[src/rtl/uclk_pkg.sv]
// uclk_pkg: shared constants and helpers for the serial clock generator.
// Assumes a 4-bit transmit prescaler, which covers the largest ratio (16).
package uclk_pkg;
    localparam int PRE_W = 4;

    // Terminal-count mask of the transmit prescaler for the selected mode
    function automatic logic [PRE_W-1:0] tx_mask(input logic sync_m, input logic dbl);
        if (sync_m)
            return 4'd1;
        else if (dbl)
            return 4'd7;
        else
            return 4'd15;
    endfunction
endpackage

[src/rtl/uclk_rate_cnt.sv]
// uclk_rate_cnt: reloadable down-counter acting as the baud prescaler.
// Emits tick whenever the count is zero. Reloads on zero or on a strobe.
// Assumes divisor is stable except when software rewrites it.
module uclk_rate_cnt #(
    parameter int DIV_W = 12
) (
    input  logic             clk,
    input  logic             rst_n,
    input  logic             reload,
    input  logic [DIV_W-1:0] divisor,
    output logic             tick,
    output logic [DIV_W-1:0] count
);
    logic [DIV_W-1:0] cnt_q;

    // Count down, reloading on strobe or on reaching zero
    always_ff @(posedge clk) begin
        if (!rst_n)
            cnt_q <= '0;
        else if (reload || cnt_q == '0)
            cnt_q <= divisor;
        else
            cnt_q <= cnt_q - 1'b1;
    end

    assign tick  = (cnt_q == '0);
    assign count = cnt_q;
endmodule

[src/rtl/uclk_ext_sync.sv]
// uclk_ext_sync: synchronizes the external clock pin and detects its active edge.
// Pulse appears SYNC_STAGES+1 clocks after the pin level is first sampled.
// Assumes SYNC_STAGES >= 2.
module uclk_ext_sync #(
    parameter int SYNC_STAGES = 2
) (
    input  logic clk,
    input  logic rst_n,
    input  logic pin,
    input  logic pol,
    output logic edge_pulse
);
    localparam int TOP = SYNC_STAGES - 1;

    logic [TOP:0] sreg;
    logic         prev_q;
    logic         pulse_q;
    logic         edge_hit;

    // Shift the raw pin through the synchronizer chain
    always_ff @(posedge clk) begin
        if (!rst_n)
            sreg <= '0;
        else
            sreg <= {sreg[TOP-1:0], pin};
    end

    // Hold the previous synchronized level for edge comparison
    always_ff @(posedge clk) begin
        if (!rst_n)
            prev_q <= 1'b0;
        else
            prev_q <= sreg[TOP];
    end

    // Select the active edge according to polarity
    always_comb begin
        if (pol)
            edge_hit = prev_q & ~sreg[TOP];
        else
            edge_hit = sreg[TOP] & ~prev_q;
    end

    // Register the edge into a one-cycle pulse
    always_ff @(posedge clk) begin
        if (!rst_n)
            pulse_q <= 1'b0;
        else
            pulse_q <= edge_hit;
    end

    assign edge_pulse = pulse_q;
endmodule

[src/rtl/uclk_tx_div.sv]
// uclk_tx_div: free-running prescaler of source ticks that forms the transmit enable.
// The mask chooses the ratio (mask+1). Bit 0 gives the half-rate phase for the pin.
module uclk_tx_div
    import uclk_pkg::*;
(
    input  logic             clk,
    input  logic             rst_n,
    input  logic             src_tick,
    input  logic [PRE_W-1:0] mask,
    output logic             tx_en,
    output logic             phase
);
    logic [PRE_W-1:0] pc_q;

    // Advance the prescaler on each source tick
    always_ff @(posedge clk) begin
        if (!rst_n)
            pc_q <= '0;
        else if (src_tick)
            pc_q <= pc_q + 1'b1;
    end

    assign tx_en = src_tick && ((pc_q & mask) == mask);
    assign phase = pc_q[0];
endmodule

[src/rtl/uclk_gen.sv]
// uclk_gen: top of the serial clock generator. It selects the clock source
// (internal rate tick or synchronized pin edge), divides it for the transmitter
// and drives the clock pin in master mode. All outputs are enables in the clk domain.
module uclk_gen
    import uclk_pkg::*;
#(
    parameter int DIV_W       = 12,
    parameter int SYNC_STAGES = 2
) (
    input  logic             clk,
    input  logic             rst_n,
    input  logic [DIV_W-1:0] divisor,
    input  logic             div_lo_wr,
    input  logic             sync_mode,
    input  logic             dbl_speed,
    input  logic             pin_drive,
    input  logic             clk_pol,
    input  logic             xck_in,
    output logic             tx_en,
    output logic             rx_en,
    output logic             xck_out
);
    logic             int_tick;
    logic             ext_edge;
    logic             src_tick;
    logic             phase;
    logic             slave_m;
    logic             master_m;
    logic [DIV_W-1:0] rate_count;

    uclk_rate_cnt #(.DIV_W(DIV_W)) u_rate (
        .clk     (clk),
        .rst_n   (rst_n),
        .reload  (div_lo_wr),
        .divisor (divisor),
        .tick    (int_tick),
        .count   (rate_count)
    );

    uclk_ext_sync #(.SYNC_STAGES(SYNC_STAGES)) u_sync (
        .clk        (clk),
        .rst_n      (rst_n),
        .pin        (xck_in),
        .pol        (clk_pol),
        .edge_pulse (ext_edge)
    );

    // Decode the mode and pick the clock source
    always_comb begin
        slave_m  = sync_mode & ~pin_drive;
        master_m = sync_mode & pin_drive;
        src_tick = slave_m ? ext_edge : int_tick;
    end

    uclk_tx_div u_tx (
        .clk      (clk),
        .rst_n    (rst_n),
        .src_tick (src_tick),
        .mask     (tx_mask(sync_mode, dbl_speed)),
        .tx_en    (tx_en),
        .phase    (phase)
    );

    assign rx_en   = src_tick;
    assign xck_out = master_m & phase;
endmodule

[config.mk]
export PLATFORM = sky130hd
export DESIGN_NAME = uclk_gen
export DESIGN_NICKNAME = d
export VERILOG_FILES = /design/src/rtl/uclk_pkg.sv /design/src/rtl/uclk_rate_cnt.sv /design/src/rtl/uclk_ext_sync.sv /design/src/rtl/uclk_tx_div.sv /design/src/rtl/uclk_gen.sv
export SDC_FILE = /design/constraint.sdc
export NUM_CORES = 1
export LEC_CHECK = 0
export BUFFER_PORTS_ARGS = -buffer_cell sky130_fd_sc_hd__buf_4
export CAP_MARGIN = 30
export CORE_UTILIZATION = 37
export CTS_BUF_LIST = sky130_fd_sc_hd__clkbuf_4 sky130_fd_sc_hd__clkbuf_8
export DETAILED_ROUTE_END_ITERATION = 6
export PLACE_DENSITY = 0.56
export SYNTH_ARGS = -nofsm -noshare
export SYNTH_HDL_FRONTEND = slang
export SYNTH_SLANG_ARGS = --single-unit
[constraint.sdc]
create_clock -name clk -period 2.1 [get_ports clk]
set_clock_uncertainty 0.1 [all_clocks]
set_input_delay 0.42 -clock clk [delete_from_list [all_inputs] [get_ports clk]]
set_output_delay 0.42 -clock clk [all_outputs]
set_load 0.01 [all_outputs]
Word level (Yosys, flattened, before mapping)
Cells that the tools add are included.
{"block": "word_totals", "register_bits": 20, "elab_cells": 25}
{"block": "classes", "n_addsub": 2, "n_eq_ne": 1, "muxes": 5, "bitwise_logic": 9, "n_reduce_logical": 3}
{"op": "zero test 12 bit", "n": 1}
{"op": "two-way mux 12 bit", "n": 1}
{"op": "subtractor 12 x 1 -> 12 bit (second input constant)", "n": 1}
{"op": "two-way mux 4 bit", "n": 2}
{"op": "bitwise AND 1 bit", "n": 5}
{"op": "adder 4 x 1 -> 4 bit (second input constant)", "n": 1}
{"op": "bitwise AND 4 bit", "n": 1}
{"op": "== test 4 bit", "n": 1}
{"op": "NOT 1 bit", "n": 3}
{"op": "two-way mux 1 bit", "n": 2}
{"op": "logical AND 1 bit", "n": 1}
{"op": "logical OR 1 bit", "n": 1}

Longest topological paths before layout
Gate-level depths: netlist of the first run.
{"block": "logic_depth", "depth_word": 5, "ltp_mapped": 7, "mapped_depth_nobuf": 6}

Hierarchy
Synthesis of the first run repeated with hierarchy kept, for this count alone.
{"block": "unflattened", "cells_unflattened": 116, "hier_area_um2": 1094.8}
{"mod": "uclk_rate_cnt", "n_inst": 1, "cells_each": 78, "area_per_inst_um2": 724.4}
{"mod": "uclk_tx_div", "n_inst": 1, "cells_each": 22, "area_per_inst_um2": 203.9}
{"mod": "uclk_ext_sync", "n_inst": 1, "cells_each": 10, "area_per_inst_um2": 126.4}
{"mod": "uclk_gen", "n_inst": 1, "cells_each": 6, "area_per_inst_um2": 40.0}

Worst setup path before layout of the first run
No wires, ideal clock.
{"block": "synth_timing", "kind": "register -> output", "start": "reg u_rate.cnt_q[0], in the netlist u_rate.count[0]", "end": "out tx_en", "arrival_ps": 1440, "t_required_ps": 1580, "setup_slack_ps": 140, "path_stages_with_launch": 8, "path_cell_list": "dfxtp_1 -> inv_1 -> ha_1 -> nor4b_1 -> nand4b_1 -> and2_1 -> clkbuf_1 -> nor2_1"}
{"block": "synth_via", "elab_chain_cells": 3}
{"item": "start, declared", "line_no": "uclk_rate_cnt.sv:14", "rtl": "logic [DIV_W-1:0] cnt_q;"}
{"item": "start signal, assigned", "line_no": "uclk_rate_cnt.sv:21", "rtl": "cnt_q <= divisor;"}
{"item": "start signal, assigned", "line_no": "uclk_rate_cnt.sv:23", "rtl": "cnt_q <= cnt_q - 1'b1;"}
{"item": "zero test 12 bit", "line_no": "uclk_rate_cnt.sv:26", "rtl": "assign tick = (cnt_q == '0);"}
{"item": "two-way mux 1 bit", "line_no": "uclk_gen.sv:52", "rtl": "src_tick = slave_m ? ext_edge : int_tick;"}
{"item": "logical AND 1 bit", "line_no": "uclk_tx_div.sv:23", "rtl": "assign tx_en = src_tick && ((pc_q & mask) == mask);"}
{"item": "end, declared", "line_no": "uclk_gen.sv:19", "rtl": "output logic tx_en,"}
Every way passes these cells.

Worst setup path after layout of the first run
{"block": "layout_timing", "start": "reg u_rate.cnt_q[1], in the netlist u_rate.count[1]", "end": "out tx_en"}
The elaborated chain is that of the path after synthesis.

==> results of run 1 <==
flip-flops by register name, summed over array words and instances (netlist names):
signal and count:
u_sync.edge_pulse 1, u_sync.sreg 2, u_sync.prev_q 1, u_rate.count 12, u_tx.pc_q 4
cell families after synthesis:
| logic type | Yosys count | share of synthesized area |
|---|---|---|
| AOI/OAI and AO/OA | 28 | 0.1649 |
| muxes | 3 | 0.02909 |
| xor gates and xnor gates | 8 | 0.06788 |
| and+or+nand+nor | 51 | 0.2727 |
| buffers and inverters | 11 | 0.04120 |
| adders and majority gates | 3 | 0.03637 |
| DFF | 20 | 0.3879 |
power groups by stage:
stage | logic [mW] | registers [mW] | clock network (mW)
3_5_place_dp | 0.227 | 0.460 | 0
6_report | 0.274 | 0.459 | 0.315
4_1_cts | 0.266 | 0.457 | 0.325
2_1_floorplan | 0.160 | 0.451 | 0
3_3_place_gp | 0.225 | 0.458 | 0
5_1_grt | 0.305 | 0.464 | 0.342
per-stage QoR:
stage / setup slack (ns) / util / power (mW)
detailed placement: 0.07918 / 0.4790 / 0.6873
global route: -0.1144 / 0.5424 / 1.110
CTS: 0.01161 / 0.5366 / 1.048
finish: -0.01456 / 0.5424 / 1.048
floorplan: 0.1396 / - / 0.6108
global placement: 0.1079 / 0.4790 / 0.6827
Yosys cell counts, types with 4 or more instances:
master	n	share of area
inv_1	4	0.015
clkbuf_1	6	0.022
nor2_1	7	0.025
nor3_1	4	0.019
dfxtp_1	20	0.39
xnor2_1	7	0.059
nand2_1	11	0.040
and2_1	5	0.030
o21ai_0	11	0.053
a21oi_1	8	0.039
nand3_1	6	0.029
how the worst max path moves through the flow:
stage	slack, ns	depth (start not counted)	end
2_1_floorplan	0.14	7	tx_en
3_3_place_gp	0.11	7	tx_en
3_5_place_dp	0.08	7	tx_en
4_1_cts	0.01	6	tx_en
5_1_grt	-0.11	7	tx_en
6_report	-0.01	7	tx_en
worst max-delay path, cell delays in order (launching register included):
cell and delay, ns:
dfxtp_2 0.34, inv_2 0.07, ha_4 0.13, nor4b_4 0.20, nand4b_1 0.15, and2_4 0.18, nor2_1 0.09, buf_4 0.13
what timing repair did:
action / in CTS / in global routing
endpoints found under the setup margin: 2 / 2
gates resized for setup: 13 / 0
pin swaps: 4 / 2
gates cloned: 0 / 0
setup buffers: 7 / 2
area by class of cell:
class / instances / area [um2] / area share
clock inverters: 1 / 30.03 / 0.02156
repair buffers: 34 / 255.2 / 0.1833
well taps: 30 / 37.54 / 0.02695
inverters: 4 / 15.01 / 0.01078
clock buffers: 3 / 22.52 / 0.01617
multi-input cells: 93 / 625.6 / 0.4492
flip-flops and latches: 20 / 406.6 / 0.2920
per-layer routing:
metal	up-vias	track usage	wire length (um)	part of all wire
met1	451	0.2106	1136	0.48
li1	499	-	-	-
met4	0	0.04701	22	0.0094
met3	4	0.03889	84	0.036
met2	17	0.2912	1099	0.47
met5	-	0	0	0
==> metrics.yaml, run 1 <==
status: "finished with violations"
violations: "negative setup slack"
fillers: 254
holdCritPathClass: "in2reg"
drt_iter0_markers: 20
core_area_mm2: 0.002567
ir_drop_mv: 0.5861
syn_avg_cell_area_um2: 8.325
fin_cells: 185
dieArea_mm2: 0.003005
worstReg2RegStart: "u_rate.count[1]"
drt_wl_total_mm: 2.343
p_comb_frac: 0.262
hold_end: "u_sync.sreg[0]"
fmax_mhz: 472.9
dr_total_vias: 971
switching_power_mw: 0.2840
antenna_cells: 0
finalCritPeriodShare: 1.007
drive_above_1_share: 0.3355
slew_headroom: 0.7815
grt_max_degree: 30
place_congestion: 0.7065
place_hpwl_mm: 1.496
syn2layout_area_growth_pct: 34.91
synthCells: 124
synth_cell_type_count: 35
startpoint: "u_rate.count[1]"
via_per_inst: 5.249
cts_hold_buf: 0
slew_violations: 0
ys.warnings.count: 0
fin_tns_setup_ns: -0.01456
dpl_cell_area_mm2: 0.001230
clk_transition_reported_paths_ns: 0.11
ctsRootBufferMaster: "clkbuf_4"
antenna_found_initial: 0
syn_area_mm2: 0.001032
min_from: "xck_in"
grt_pass1_vias: 868
ant_nets: 0
power_density_mw_per_mm2: 752.4
cts_buffers: 3
nNetsFinal: 179
ys_seq_elements: 20
crit_path_max_fanout: 4
maxCapViolations: 0
reg2reg_depth: 6
synth-main-ff-cell: "dfxtp_1"
layout_setup_ws_ns: -0.01456
clkPwrFrac: 0.301
critPathArrivalTime_ns: 1.59
p_leak_nw: 0.6025
wl_per_cell_um: 12.66
rrSetupSlack_ns: 0.11
worst-setup-path-type: "reg2out"
tritoncts: "yes"
worstMarginPinSlew_ns: 0.3252
min_path_cells: 2
rr_endpoint: "u_tx.pc_q[3]"
final_common_cell: "buf_4"
p_sw_frac: 0.2711
grt-ovfl-total: 0
synth-edff-count: 0
clkLatencyLatePin_ns: 0.30
cts_max_level: 1
whs_ns: 0.2179
final_hold_viol_count: 0
die_y_um: 54.82
period_needed_ns: 2.115
yosysSeqAreaShare: 0.3879
grt_usage: 0.1704
final_cell_mix: "34 x buf_4, 15 x dfxtp_1, 11 x o21ai_0, 11 x nand2_1, 8 x a21oi_1"
dr.pass1.iters: 4
p_seq_frac: 0.438
rows: 18
final_cell_area_mm2: 0.001393
syn_nets: 147
die_width_um: 54.82
initial_core_util: 0.4020
drc: 0
cp-start-kind: "flop"
grt_pass1_wl_mm: 3.629
placed_cells: 172
clk_path_buf_depth: 2
setup_violations: 1
required_ns: 1.58
cts_sinks: 20
end_kind: "primary output"
port_buffers: 22
rsz0062_at_grt: "yes"
ys_async_sr_fraction: 0
p_int_mw: 0.7638
io_pins: 23
Power figures use the tool's default switching activity.
==> run 2, diff against run 1 <==
- CORE_UTILIZATION: 37 -> 40
- PLACE_DENSITY: 0.56 -> 0.6
==> metrics.yaml, run 2 (synthesized netlist as in run 1, its figures left out) <==
status: "completed"
nNetsFinal: 179
final_common_cell: "buf_4"
place_hpwl_mm: 1.419
finalPower_mw: 1.057
final_cell_mix: "34 x buf_4, 15 x dfxtp_1, 11 x o21ai_0, 11 x nand2_1, 8 x a21oi_1"
startpoint: "u_rate.count[1]"
worstReg2RegStart: "u_rate.count[1]"
initial_core_util: 0.4205
rrSetupSlack_ns: 0.13
grt_usage: 0.1803
clk_path_buf_depth: 2
slew_violations: 0
worst-setup-path-type: "reg2out"
layout_setup_ws_ns: 0.0001793
rsz0062_at_grt: "yes"
critPathArrivalTime_ns: 1.58
ant_nets: 0
io_pins: 23
syn2layout_area_growth_pct: 35.51
regArea_um2: 406.6
dr.pass1.iters: 4
required_ns: 1.58
antenna_found_initial: 0
drt_wl_total_mm: 2.143
grt_max_degree: 30
fillers: 233
antenna_cells: 0
drc: 0
p_leak_nw: 0.6033
clkLatencyLatePin_ns: 0.31
grt_pass1_wl_mm: 3.677
dieArea_mm2: 0.002788
multiInputGateArea_um2: 631.9
placed_cells: 172
finalCritPeriodShare: 0.9999
core_area_mm2: 0.002455
cts_buffers: 3
fin_cells: 185
holdCritPathClass: "in2reg"
port_buffers: 22
cp-start-kind: "flop"
cts_sinks: 20
cts_hold_buf: 0
drt_iter0_markers: 25
die_y_um: 52.80
period_needed_ns: 2.100
fmax_mhz: 476.2
maxCapViolations: 0
grt_pass1_vias: 888
pre_cts_slack_ns: 0.1008
ir_drop_mv: 0.6151
place_congestion: 0.6974
clk_transition_reported_paths_ns: 0.11
tritoncts: "yes"
fin_tns_setup_ns: 0
worstMarginPinSlew_ns: 0.3154
wl_per_cell_um: 11.58
whs_ns: 0.2188
crit_path_max_fanout: 4
end_kind: "primary output"
setup_violations: 0
cts_max_level: 1
ctsRootBufferMaster: "clkbuf_4"
drive_above_1_share: 0.3419
dr_total_vias: 963
grt-ovfl-total: 0
min_from: "xck_in"
largest_reg_flops: 12
die_width_um: 52.80
final_hold_viol_count: 0
via_per_inst: 5.205
slew_headroom: 0.7881
power_density_mw_per_mm2: 755.4
rows: 18
==> run 2: cell types whose count changed in the layout (fill, tap and decap cells not counted) <==
| cell | before | now |
|---|---|---|
| nor4_1 | 2 | 1 |
| nor4_2 | 1 | 2 |
==> run 2: worst max-delay path: stages (launching register included) <==
cell and delay, ns:
dfxtp_2 0.35, inv_2 0.07, ha_4 0.13, nor4b_4 0.19
nand4b_1 0.15, and2_4 0.18, nor2_1 0.09, buf_4 0.12
==> run 2: layout make-up <==
type	count	share of cell area
inverter	4	0.01073
multi-input combinational	93	0.4517
tap	30	0.02683
clock inverter	1	0.02147
timing repair buffer	34	0.1825
clock buffer	3	0.01610
sequential	20	0.2907
==> run 2: path summary, 6_finish.rpt <==
| check | to | cells past startpoint |
|---|---|---|
| worst max-delay path | tx_en | 7 |
| worst min-delay path | u_sync.sreg[0] | 2 |
| worst max register to register | u_tx.pc_q[3] | 6 |
| worst min register to register | u_sync.sreg[1] | 1 |
==> run 2: through the flow <==
stage,cell area [um2],util
after floorplan,1032,-
after global placement,1230,0.5010
after detailed placement,1230,0.5010
after CTS,1385,0.5642
after global routing,1399,0.5698
final,1399,0.5698
==> run 2: what timing repair did <==
action                                  in CTS  in global routing
buffers inserted                             8                  1
pin swaps                                    4                  1
hold endpoints to repair                     0                  0
endpoints found under the setup margin       2                  2
resized for setup                           13                  1
==> run 2: report_power, final <==
part | internal (mW) | switching, mW
clock | 0.193 | 0.130
sequential | 0.417 | 0.0416
combinational | 0.157 | 0.119
total | 0.767 | 0.290
==> run 2: routing by layer <==
metal	global-route usage	routed length, um
met2	0.2869	971
met3	0.06667	106
met1	0.2209	1044
met4	0.06140	20
met5	0	0
==> run 3, diff against run 2 <==
- SETUP_SLACK_MARGIN: unset -> 0.15
==> metrics.yaml, run 3 (synthesized netlist as in run 1, its figures left out) <==
final_common_cell: "buf_4"
via_per_inst: 5.189
drc: 0
period_needed_ns: 2.088
pre_cts_slack_ns: 0.09645
crit_slowest_cell: "dfxtp_2"
critPathArrivalTime_ns: 1.57
place_hpwl_mm: 1.473
ir_drop_mv: 0.6132
drt_iter0_markers: 5
fin_tns_setup_ns: 0
fmax_mhz: 479.0
layout_setup_ws_ns: 0.01226
holdCritPathClass: "in2reg"
worstMarginPinSlew_ns: 0.2945
tritoncts: "yes"
initial_core_util: 0.4205
status: "completed"
syn2layout_area_growth_pct: 36.85
clkLatencyLatePin_ns: 0.31
fillers: 233
ant_nets: 0
clk_path_buf_depth: 2
fin_cells: 185
cp-start-kind: "flop"
wl_per_cell_um: 11.63
largest_reg_flops: 12
die_y_um: 52.80
drive_above_1_share: 0.3484
rsz0062_at_grt: "yes"
finalCritPeriodShare: 0.9942
core_area_mm2: 0.002455
fin_util: 0.5754
io_pins: 23
crit_path_max_fanout: 4
placed_cells: 172
grt_pass1_wl_mm: 3.739
cts_sinks: 20
ctsRootBufferMaster: "clkbuf_4"
place_congestion: 0.7029
antenna_cells: 0
power_density_mw_per_mm2: 747.2
dieArea_mm2: 0.002788
cts_buffers: 3
worst-setup-path-type: "reg2out"
drt_wl_total_mm: 2.152
slew_headroom: 0.8019
rows: 18
required_ns: 1.58
grt_pass1_vias: 882
grt_usage: 0.1841
cp_cell_sequence: "inv_2 > ha_4 > nor4b_4 > nand4b_1 > and2_4 > nor2_2 > buf_4"
clk_transition_reported_paths_ns: 0.12
final_hold_viol_count: 0
antenna_found_initial: 0
port_buffers: 22
dr_total_vias: 960
nNetsFinal: 179
final_cell_mix: "33 x buf_4, 17 x dfxtp_1, 11 x o21ai_0, 11 x nand2_1, 8 x a21oi_1"
final_cell_area_mm2: 0.001413
end_kind: "primary output"
die_width_um: 52.80
grt_max_degree: 30
setup_violations: 0
dpl_cell_area_mm2: 0.001236
cts_max_level: 1
p_leak_nw: 0.6064
grt-ovfl-total: 0
regArea_um2: 404.1
slew_violations: 0
maxCapViolations: 0
max_stage_delay_ns: 0.35
dr.pass1.iters: 4
multiInputGateArea_um2: 644.4
[run 3: final cells by class]
| class | instances | share of cell area |
|---|---|---|
| clock buffers | 3 | 0.01594 |
| clock inverters | 1 | 0.02126 |
| inverters | 4 | 0.01063 |
| multi-input cells | 93 | 0.4562 |
| flip-flops and latches | 20 | 0.2861 |
| well taps | 30 | 0.02657 |
| repair buffers | 34 | 0.1833 |
[run 3: per-stage QoR]
| step | hold slack (ns) | power [mW] |
|---|---|---|
| 6_report | 0.2169 | 1.055 |
| 5_1_grt | 0.1957 | 1.126 |
| 4_1_cts | 0.2042 | 1.056 |
| 3_5_place_dp | 0.3241 | 0.6880 |
| 3_3_place_gp | 0.3216 | 0.6826 |
| 2_1_floorplan | 0.3119 | 0.6135 |
[run 3: routing by layer]
metal | part of all wire | wire length [um] | global-route usage | vias to the layer above
met5 | 0 | 0 | 0 | -
met4 | 0.0046 | 10 | 0.06140 | 0
met3 | 0.042 | 91 | 0.06377 | 2
met2 | 0.47 | 1012 | 0.2827 | 21
met1 | 0.48 | 1038 | 0.2373 | 435
li1 | - | - | - | 502
[run 3: worst paths after layout]
kind / startpoint / end / slack [ns] / cells past startpoint
max: u_rate.count[0] / tx_en / 0.01 / 7
min: xck_in / u_sync.sreg[0] / 0.22 / 2
max reg2reg: u_rate.count[0] / u_tx.pc_q[3] / 0.13 / 6
min reg2reg: u_sync.sreg[0] / u_sync.sreg[1] / 0.35 / 1
[run 3: critical path: cells and delay by family (launching register included)]
family / cells / cell delay, ns
flip-flops: 1 / 0.35
buffers and inverters: 2 / 0.19
AND/OR/NAND/NOR: 4 / 0.60
adder cells (fa/ha/maj): 1 / 0.13
[run 3: power by group]
group / internal [mW] / switching [mW] / leakage, nW
Sequential: 0.416 / 0.0439 / 0.166
Clock: 0.193 / 0.129 / 0.0279
Combinational: 0.157 / 0.117 / 0.412
[run 3: what timing repair did]
action	in CTS	in global routing
setup endpoints to repair	3	5
buffers inserted	7	2
gates resized for setup	11	4
hold buffers	0	0
pin swaps	5	2
